--- src/rtl/rle_pkg.sv ---
`timescale 1ns/1ps
package rle_pkg;
  typedef enum logic [1:0] {
    GEN_IDLE  = 2'd0,
    GEN_SHIFT = 2'd1,
    GEN_RUN   = 2'd2
  } gen_mode_t;
endpackage

--- src/rtl/rle_code_decode.sv ---
`timescale 1ns/1ps
module rle_code_decode #(
  parameter int BYTE_W    = 8,
  parameter int RUN_LIMIT = 226,
  parameter int CNT_W     = 9
) (
  input  logic [BYTE_W-1:0] code,
  output logic [CNT_W-1:0]  run_len,
  output logic              run_val,
  output logic              tail_en,
  output logic              tail_val
);
  localparam logic [CNT_W-1:0] LIM     = CNT_W'(RUN_LIMIT);
  localparam logic [CNT_W-1:0] LIM_P1  = CNT_W'(RUN_LIMIT + 1);
  localparam logic [CNT_W-1:0] ZBASE   = CNT_W'(RUN_LIMIT + 2);
  localparam logic [CNT_W-1:0] TOPCODE = CNT_W'((1 << BYTE_W) - 1);

  logic [CNT_W-1:0] c;

  always_comb begin
    c        = CNT_W'(code);
    run_len  = '0;
    run_val  = 1'b0;
    tail_en  = 1'b0;
    tail_val = 1'b0;
    if (c == '0) begin
      tail_en = 1'b0;
    end else if (c <= LIM) begin
      run_len  = c;
      run_val  = 1'b1;
      tail_en  = 1'b1;
      tail_val = 1'b0;
    end else if (c == LIM_P1) begin
      run_len = LIM;
      run_val = 1'b1;
    end else if (c < TOPCODE) begin
      run_len  = c - ZBASE;
      run_val  = 1'b0;
      tail_en  = 1'b1;
      tail_val = 1'b1;
    end else begin
      tail_en  = 1'b1;
      tail_val = 1'b1;
    end
  end
endmodule

--- src/rtl/rle_bit_gen.sv ---
`timescale 1ns/1ps
module rle_bit_gen
  import rle_pkg::*;
#(
  parameter int              BYTE_W  = 8,
  parameter int              HDR_W   = 16,
  parameter logic [HDR_W-1:0] HDR_PAT = 16'hFF20,
  parameter int              CNT_W   = 9
) (
  input  logic              clk,
  input  logic              rst,
  input  logic              bypass_i,
  input  logic              in_valid,
  input  logic [BYTE_W-1:0] in_data,
  input  logic              in_last,
  output logic              in_ready,
  input  logic [CNT_W-1:0]  dec_run,
  input  logic              dec_run_val,
  input  logic              dec_tail,
  input  logic              dec_tail_val,
  input  logic              adv,
  output logic              gen_valid,
  output logic              gen_bit,
  output logic              gen_last,
  output logic              tag_last
);
  localparam int SR_W   = (HDR_W > BYTE_W) ? HDR_W : BYTE_W;
  localparam int LEFT_W = $clog2(SR_W + 1);

  gen_mode_t         mode;
  logic [SR_W-1:0]   sreg;
  logic [LEFT_W-1:0] left;
  logic [CNT_W-1:0]  run_left;
  logic              run_val, tail_pend, tail_val;
  logic              code_last, hdr_pend;

  logic idle, need_hdr, take, start_hdr, zero_code, gen_final, step;

  always_comb begin
    idle      = (mode == GEN_IDLE);
    need_hdr  = hdr_pend && !bypass_i;
    in_ready  = idle && !need_hdr;
    take      = in_valid && in_ready;
    start_hdr = idle && need_hdr && in_valid;
    zero_code = !bypass_i && (dec_run == '0) && !dec_tail;
    tag_last  = take && zero_code && in_last;
    gen_valid = !idle;
    step      = gen_valid && adv;
    gen_bit   = 1'b0;
    gen_final = 1'b0;
    if (mode == GEN_SHIFT) begin
      gen_bit   = sreg[SR_W-1];
      gen_final = (left == LEFT_W'(1));
    end else if (mode == GEN_RUN) begin
      gen_bit   = (run_left != '0) ? run_val : tail_val;
      gen_final = (run_left == '0) || ((run_left == CNT_W'(1)) && !tail_pend);
    end
    gen_last = gen_final && code_last;
  end

  always_ff @(posedge clk) begin
    if (rst) begin
      mode      <= GEN_IDLE;
      sreg      <= '0;
      left      <= '0;
      run_left  <= '0;
      run_val   <= 1'b0;
      tail_pend <= 1'b0;
      tail_val  <= 1'b0;
      code_last <= 1'b0;
      hdr_pend  <= 1'b1;
    end else if (start_hdr) begin
      mode      <= GEN_SHIFT;
      sreg      <= SR_W'(HDR_PAT) << (SR_W - HDR_W);
      left      <= LEFT_W'(HDR_W);
      code_last <= 1'b0;
      hdr_pend  <= 1'b0;
    end else if (take) begin
      code_last <= in_last;
      if (in_last) hdr_pend <= 1'b1;
      if (bypass_i) begin
        mode <= GEN_SHIFT;
        sreg <= SR_W'(in_data) << (SR_W - BYTE_W);
        left <= LEFT_W'(BYTE_W);
      end else if (!zero_code) begin
        mode      <= GEN_RUN;
        run_left  <= dec_run;
        run_val   <= dec_run_val;
        tail_pend <= dec_tail;
        tail_val  <= dec_tail_val;
      end
    end else if (step) begin
      if (mode == GEN_SHIFT) begin
        sreg <= sreg << 1;
        left <= left - LEFT_W'(1);
      end else if (run_left != '0) begin
        run_left <= run_left - CNT_W'(1);
      end else begin
        tail_pend <= 1'b0;
      end
      if (gen_final) mode <= GEN_IDLE;
    end
  end
endmodule

--- src/rtl/rle_out_stage.sv ---
`timescale 1ns/1ps
module rle_out_stage (
  input  logic clk,
  input  logic rst,
  input  logic gen_valid,
  input  logic gen_bit,
  input  logic gen_last,
  input  logic tag_last,
  output logic adv,
  output logic out_valid,
  output logic out_bit,
  output logic out_last,
  input  logic out_ready
);
  logic load;

  always_comb begin
    adv  = !out_valid || out_ready;
    load = gen_valid && adv;
  end

  always_ff @(posedge clk) begin
    if (rst) begin
      out_valid <= 1'b0;
      out_bit   <= 1'b0;
      out_last  <= 1'b0;
    end else if (load) begin
      out_valid <= 1'b1;
      out_bit   <= gen_bit;
      out_last  <= gen_last;
    end else begin
      if (out_valid && out_ready) begin
        out_valid <= 1'b0;
        out_last  <= 1'b0;
      end
      if (tag_last && out_valid && !out_ready) out_last <= 1'b1;
    end
  end
endmodule

--- src/rtl/rle_bit_expander.sv ---
`timescale 1ns/1ps
module rle_bit_expander #(
  parameter int               BYTE_W    = 8,
  parameter int               RUN_LIMIT = 226,
  parameter int               HDR_W     = 16,
  parameter logic [HDR_W-1:0] HDR_PAT   = 16'hFF20
) (
  input  logic              clk,
  input  logic              rst,
  input  logic              bypass_i,
  input  logic              in_valid,
  input  logic [BYTE_W-1:0] in_data,
  input  logic              in_last,
  output logic              in_ready,
  output logic              out_valid,
  output logic              out_bit,
  output logic              out_last,
  input  logic              out_ready
);
  localparam int CNT_W = BYTE_W + 1;

  logic [CNT_W-1:0] dec_run;
  logic dec_run_val, dec_tail, dec_tail_val;
  logic adv, gen_valid, gen_bit, gen_last, tag_last;

  rle_code_decode #(
    .BYTE_W(BYTE_W), .RUN_LIMIT(RUN_LIMIT), .CNT_W(CNT_W)
  ) u_dec (
    .code(in_data), .run_len(dec_run), .run_val(dec_run_val),
    .tail_en(dec_tail), .tail_val(dec_tail_val)
  );

  rle_bit_gen #(
    .BYTE_W(BYTE_W), .HDR_W(HDR_W), .HDR_PAT(HDR_PAT), .CNT_W(CNT_W)
  ) u_gen (
    .clk(clk), .rst(rst), .bypass_i(bypass_i),
    .in_valid(in_valid), .in_data(in_data), .in_last(in_last),
    .in_ready(in_ready),
    .dec_run(dec_run), .dec_run_val(dec_run_val),
    .dec_tail(dec_tail), .dec_tail_val(dec_tail_val),
    .adv(adv), .gen_valid(gen_valid), .gen_bit(gen_bit),
    .gen_last(gen_last), .tag_last(tag_last)
  );

  rle_out_stage u_out (
    .clk(clk), .rst(rst),
    .gen_valid(gen_valid), .gen_bit(gen_bit), .gen_last(gen_last),
    .tag_last(tag_last), .adv(adv),
    .out_valid(out_valid), .out_bit(out_bit), .out_last(out_last),
    .out_ready(out_ready)
  );
endmodule

--- config.mk ---
export PLATFORM = sky130hd
export DESIGN_NAME = rle_bit_expander
export DESIGN_NICKNAME = d
export VERILOG_FILES = /design/src/rtl/rle_pkg.sv /design/src/rtl/rle_code_decode.sv /design/src/rtl/rle_bit_gen.sv /design/src/rtl/rle_out_stage.sv /design/src/rtl/rle_bit_expander.sv
export SDC_FILE = /design/constraint.sdc
export NUM_CORES = 1
export LEC_CHECK = 0
export ABC_AREA = 0
export BUFFER_PORTS_ARGS = -buffer_cell sky130_fd_sc_hd__buf_2
export CORE_MARGIN = 2
export CORE_UTILIZATION = 60
export DETAILED_ROUTE_END_ITERATION = 6
export PLACE_DENSITY = 0.79
export SYNTH_ARGS = -nofsm -noshare
export SYNTH_HDL_FRONTEND = slang
export SYNTH_HIERARCHICAL = 1
export SYNTH_SLANG_ARGS = --single-unit
--- constraint.sdc ---
create_clock -name clk -period 2.75 [get_ports clk]
set_clock_uncertainty 0.2 [all_clocks]
set_input_delay 0 -clock clk [delete_from_list [all_inputs] [get_ports clk]]
set_output_delay 0 -clock clk [all_outputs]
set_load 0.1 [all_outputs]
==> flow_summary_export.csv <==
group,metric,value,unit
sta,fin_crit_sh,95.2,%
hold_path,hp-start,"in_data[6]",
run_status,status,"complete, no violations",
cts,htree_levels,2,
cts,clkLatencyLatePin,300,ps
grt,grt_pass1_wl,10000,microns
logic_synthesis,syn_area,0.00237,sq mm
die,die-area,0.00447,sq mm
grt,antenna_found_initial,0,
sta,hold_viol,0,
setup_path,worst-r2r-setup-slack,400,ps
setup_path,timing.rr.end,"u_gen/run_left[0]",
sta,hold_slack,5.81,ps
logic_synthesis,ys_seq_area_share,29.6,%
setup_path,worstPathMaxFanout,6,
setup_path,cp.required,2770,ps
routing,viasPerCell,6.25,
place,place_congestion,0.856,
die,start_util,63.3,%
hold_path,min_path_type,"in -> reg",
finish,syn_to_final_growth,10.9,%
cts,numCtsBuffers,5,
routing,wl_per_cell,16.2,microns
setup_path,path_class,"in -> reg",
logic_synthesis,synth-seq-cells,35,
finish,seqCellArea,701,sq um
logic_synthesis,ys_top_cells_by_count,"nor2_1 (42), dfxtp_1 (35), a21oi_1 (22)",
finish,fillers,316,
logic_synthesis,yosys_warnings,6,
sta,rsz0062_at_grt,"no",
die,coreArea,0.00374,sq mm
routing,ant_nets,0,
logic_synthesis,synth-edff-count,0,
logic_synthesis,yosysTopAreaCellShare,29.6,%
logic_synthesis,ys_async_sr_fraction,0,%
cts,clk_pin_slew,90,ps
routing,drt_iter0_markers,185,
sta,max_freq,382,MHz
logic_synthesis,synthCells,294,
logic_synthesis,avgSynthCellArea,8.06,sq um
power,leakage,1.04,nW
run,max_cap_violations,0,
sta,setup_violations,0,
cts,cts_sinks,35,
routing,drt-pass1-iter-count,5,
die,die_h,66.9,microns
routing,totalWireLength,5910,microns
finish,nNetsFinal,338,
cts,clk_path_buf_depth,2,
power,ir_drop,0.000461,V
place,hpwl,4010,microns
die,rows,22,
grt,grt_max_degree,29,
setup_path,cp-end-kind,"register",
sta,setup_tns,0,ps
finish,instances_no_fill,365,
logic_synthesis,synth.most_common_cell,"nor2_1",
die,io_pins,18,
sta,timing.slew.headroom,58.8,%
finish,utilization,70.2,%
power,p_total,2.10,mW
sta,worst_slew_pin_slew,612,ps
place,place_inst,347,
setup_path,cp-start-kind,"primary input",
place,io_buffers,17,
setup_path,worstPathArrival,2630,ps
hold_path,whs_endpoint,"u_gen/run_val",
cts,cts_tree,"done",
setup_path,rr_startpoint,"u_gen/run_left[4]",
logic_synthesis,synth_largest_area_cell,"dfxtp_1",
finish,diodes,0,
logic_synthesis,synth.area.top_cells,"dfxtp_1 (30%), nor2_1 (6.6%), a21oi_1 (4.6%), ha_1 (4.2%), mux2i_1 (4.2%)",
grt,first_global_vias,2166,
sta,min_period,2620,ps
logic_synthesis,ys.flop_type,"dfxtp_1",
power,power_density,801,mW/mm^2
routing,drc_errors,0,
cts,cts_root_buffer,"clkbuf_8",
finish,multi_input_area,0.00152,sq mm
logic_synthesis,synthesis.nets,316,
die,die_x,66.9,microns
finish,drive_above_1_share,16.7,%
logic_synthesis,synth.distinct_cells,65,
routing,vias,2280,
setup_path,reg2reg_depth,5,
grt,grt.total_usage,29.4,%
grt,grt-ovfl-total,0,
hold_path,min_path_cells,5,
sta,slew_violations,0,
[what timing repair did]
action                                 4_1_cts  5_1_grt
setup buffers                                0        0
setup endpoints to repair                    0        1
hold buffers                                10        0
endpoints found under the hold margin       17        0
gates resized for setup                      0        1
[critical path: stages]
cell	delay [ps]
buf_2	110
inv_1	90
ha_1	270
nor4bb_1	160
a311oi_1	370
o32ai_1	210
nor4_2	350
nand3_1	170
nor2_1	140
nand2_1	70
dlygate4sd3_1	560
a31oi_1	130
[sequential cells by signal (all words and copies together) (netlist names)]
register,flops
u_gen/sreg,11
u_gen/run_left,9
u_gen/left,5
u_gen/mode,2
u_gen/code_last,1
u_gen/hdr_pend,1
u_gen/run_val,1
u_gen/tail_pend,1
u_gen/tail_val,1
u_out/out_bit,1
u_out/out_last,1
u_out/out_valid,1
[metrics by stage]
step	area [sq um]	setup slack (ps)
after floorplan	2370	274
after global placement	2430	183
after detailed placement	2430	135
after CTS	2620	148
after global routing	2630	13.1
final	2630	133
[area by class of cell]
cell class | instances | share of cell area [%]
clock inverter | 3 | 0.952
inverter | 11 | 1.57
timing repair buffer | 31 | 8.19
tap | 48 | 2.28
clock buffer | 5 | 2.62
multi-input combinational | 232 | 57.7
sequential | 35 | 26.7
[report_power, final]
group	switching (mW)	leakage [nW]	internal, mW
combinational	0.593	0.711	0.436
sequential	0.0945	0.286	0.591
clock	0.208	0.0443	0.181
total	0.896	1.04	1.21
[routing by layer]
metal / up-vias / global-route usage, % / share of wire [%]
li1: 1116 / - / -
met1: 1062 / 35.6 / 44
met2: 89 / 51.1 / 49
met3: 13 / 6.76 / 5.3
met4: 0 / 9.44 / 1.9
met5: - / 0 / 0
[logic make-up (layout without fill, tap and decap cells)]
| kind of cell | Yosys count | after routing | share of synthesized area [%] |
|---|---|---|---|
| AOI/OAI and AO/OA | 83 | 83 | 24.6 |
| xor gates and xnor gates | 4 | 4 | 1.48 |
| adders and majority gates | 8 | 8 | 4.22 |
| and+or+nand+nor | 125 | 125 | 28.6 |
| buffers and inverters | 27 | 50 | 6.70 |
| other | 1 | 1 | 0.158 |
| DFF | 35 | 35 | 29.6 |
| muxes | 11 | 11 | 4.70 |
[worst max-delay path by stage]
| stage | to | start | slack (ps) |
|---|---|---|---|
| final | u_out/out_last | in_data[2] | 130 |
| after global routing | u_out/out_last | in_data[0] | 10 |
| after CTS | u_out/out_last | in_data[1] | 150 |
| after detailed placement | u_gen/run_left[7] | in_data[0] | 140 |
| after global placement | u_gen/run_left[7] | in_data[0] | 180 |
| after floorplan | u_gen/run_left[7] | u_out/out_valid | 270 |
[layout by cell type (no fill, tap or decap), types with 3 or more instances in the layout]
cell type      instances
nor2b_1                5
nand2_1               20
o21ai_0               13
inv_1                 10
ha_1                   8
a31oi_1                6
a21o_1                 3
buf_2                 17
buf_4                  4
nand2b_1               3
a21boi_1               3
nor2_1                42
nand3_1                9
o22ai_1                3
o2111ai_1              3
a21oi_1               22
or4_4                  3
and3_1                 3
nor4_1                 4
a211oi_1               5
clkbuf_8               5
dfxtp_1               35
dlygate4sd3_1         10
mux2i_1               10
nor3_1                15
(Power assumes the default switching activity.)
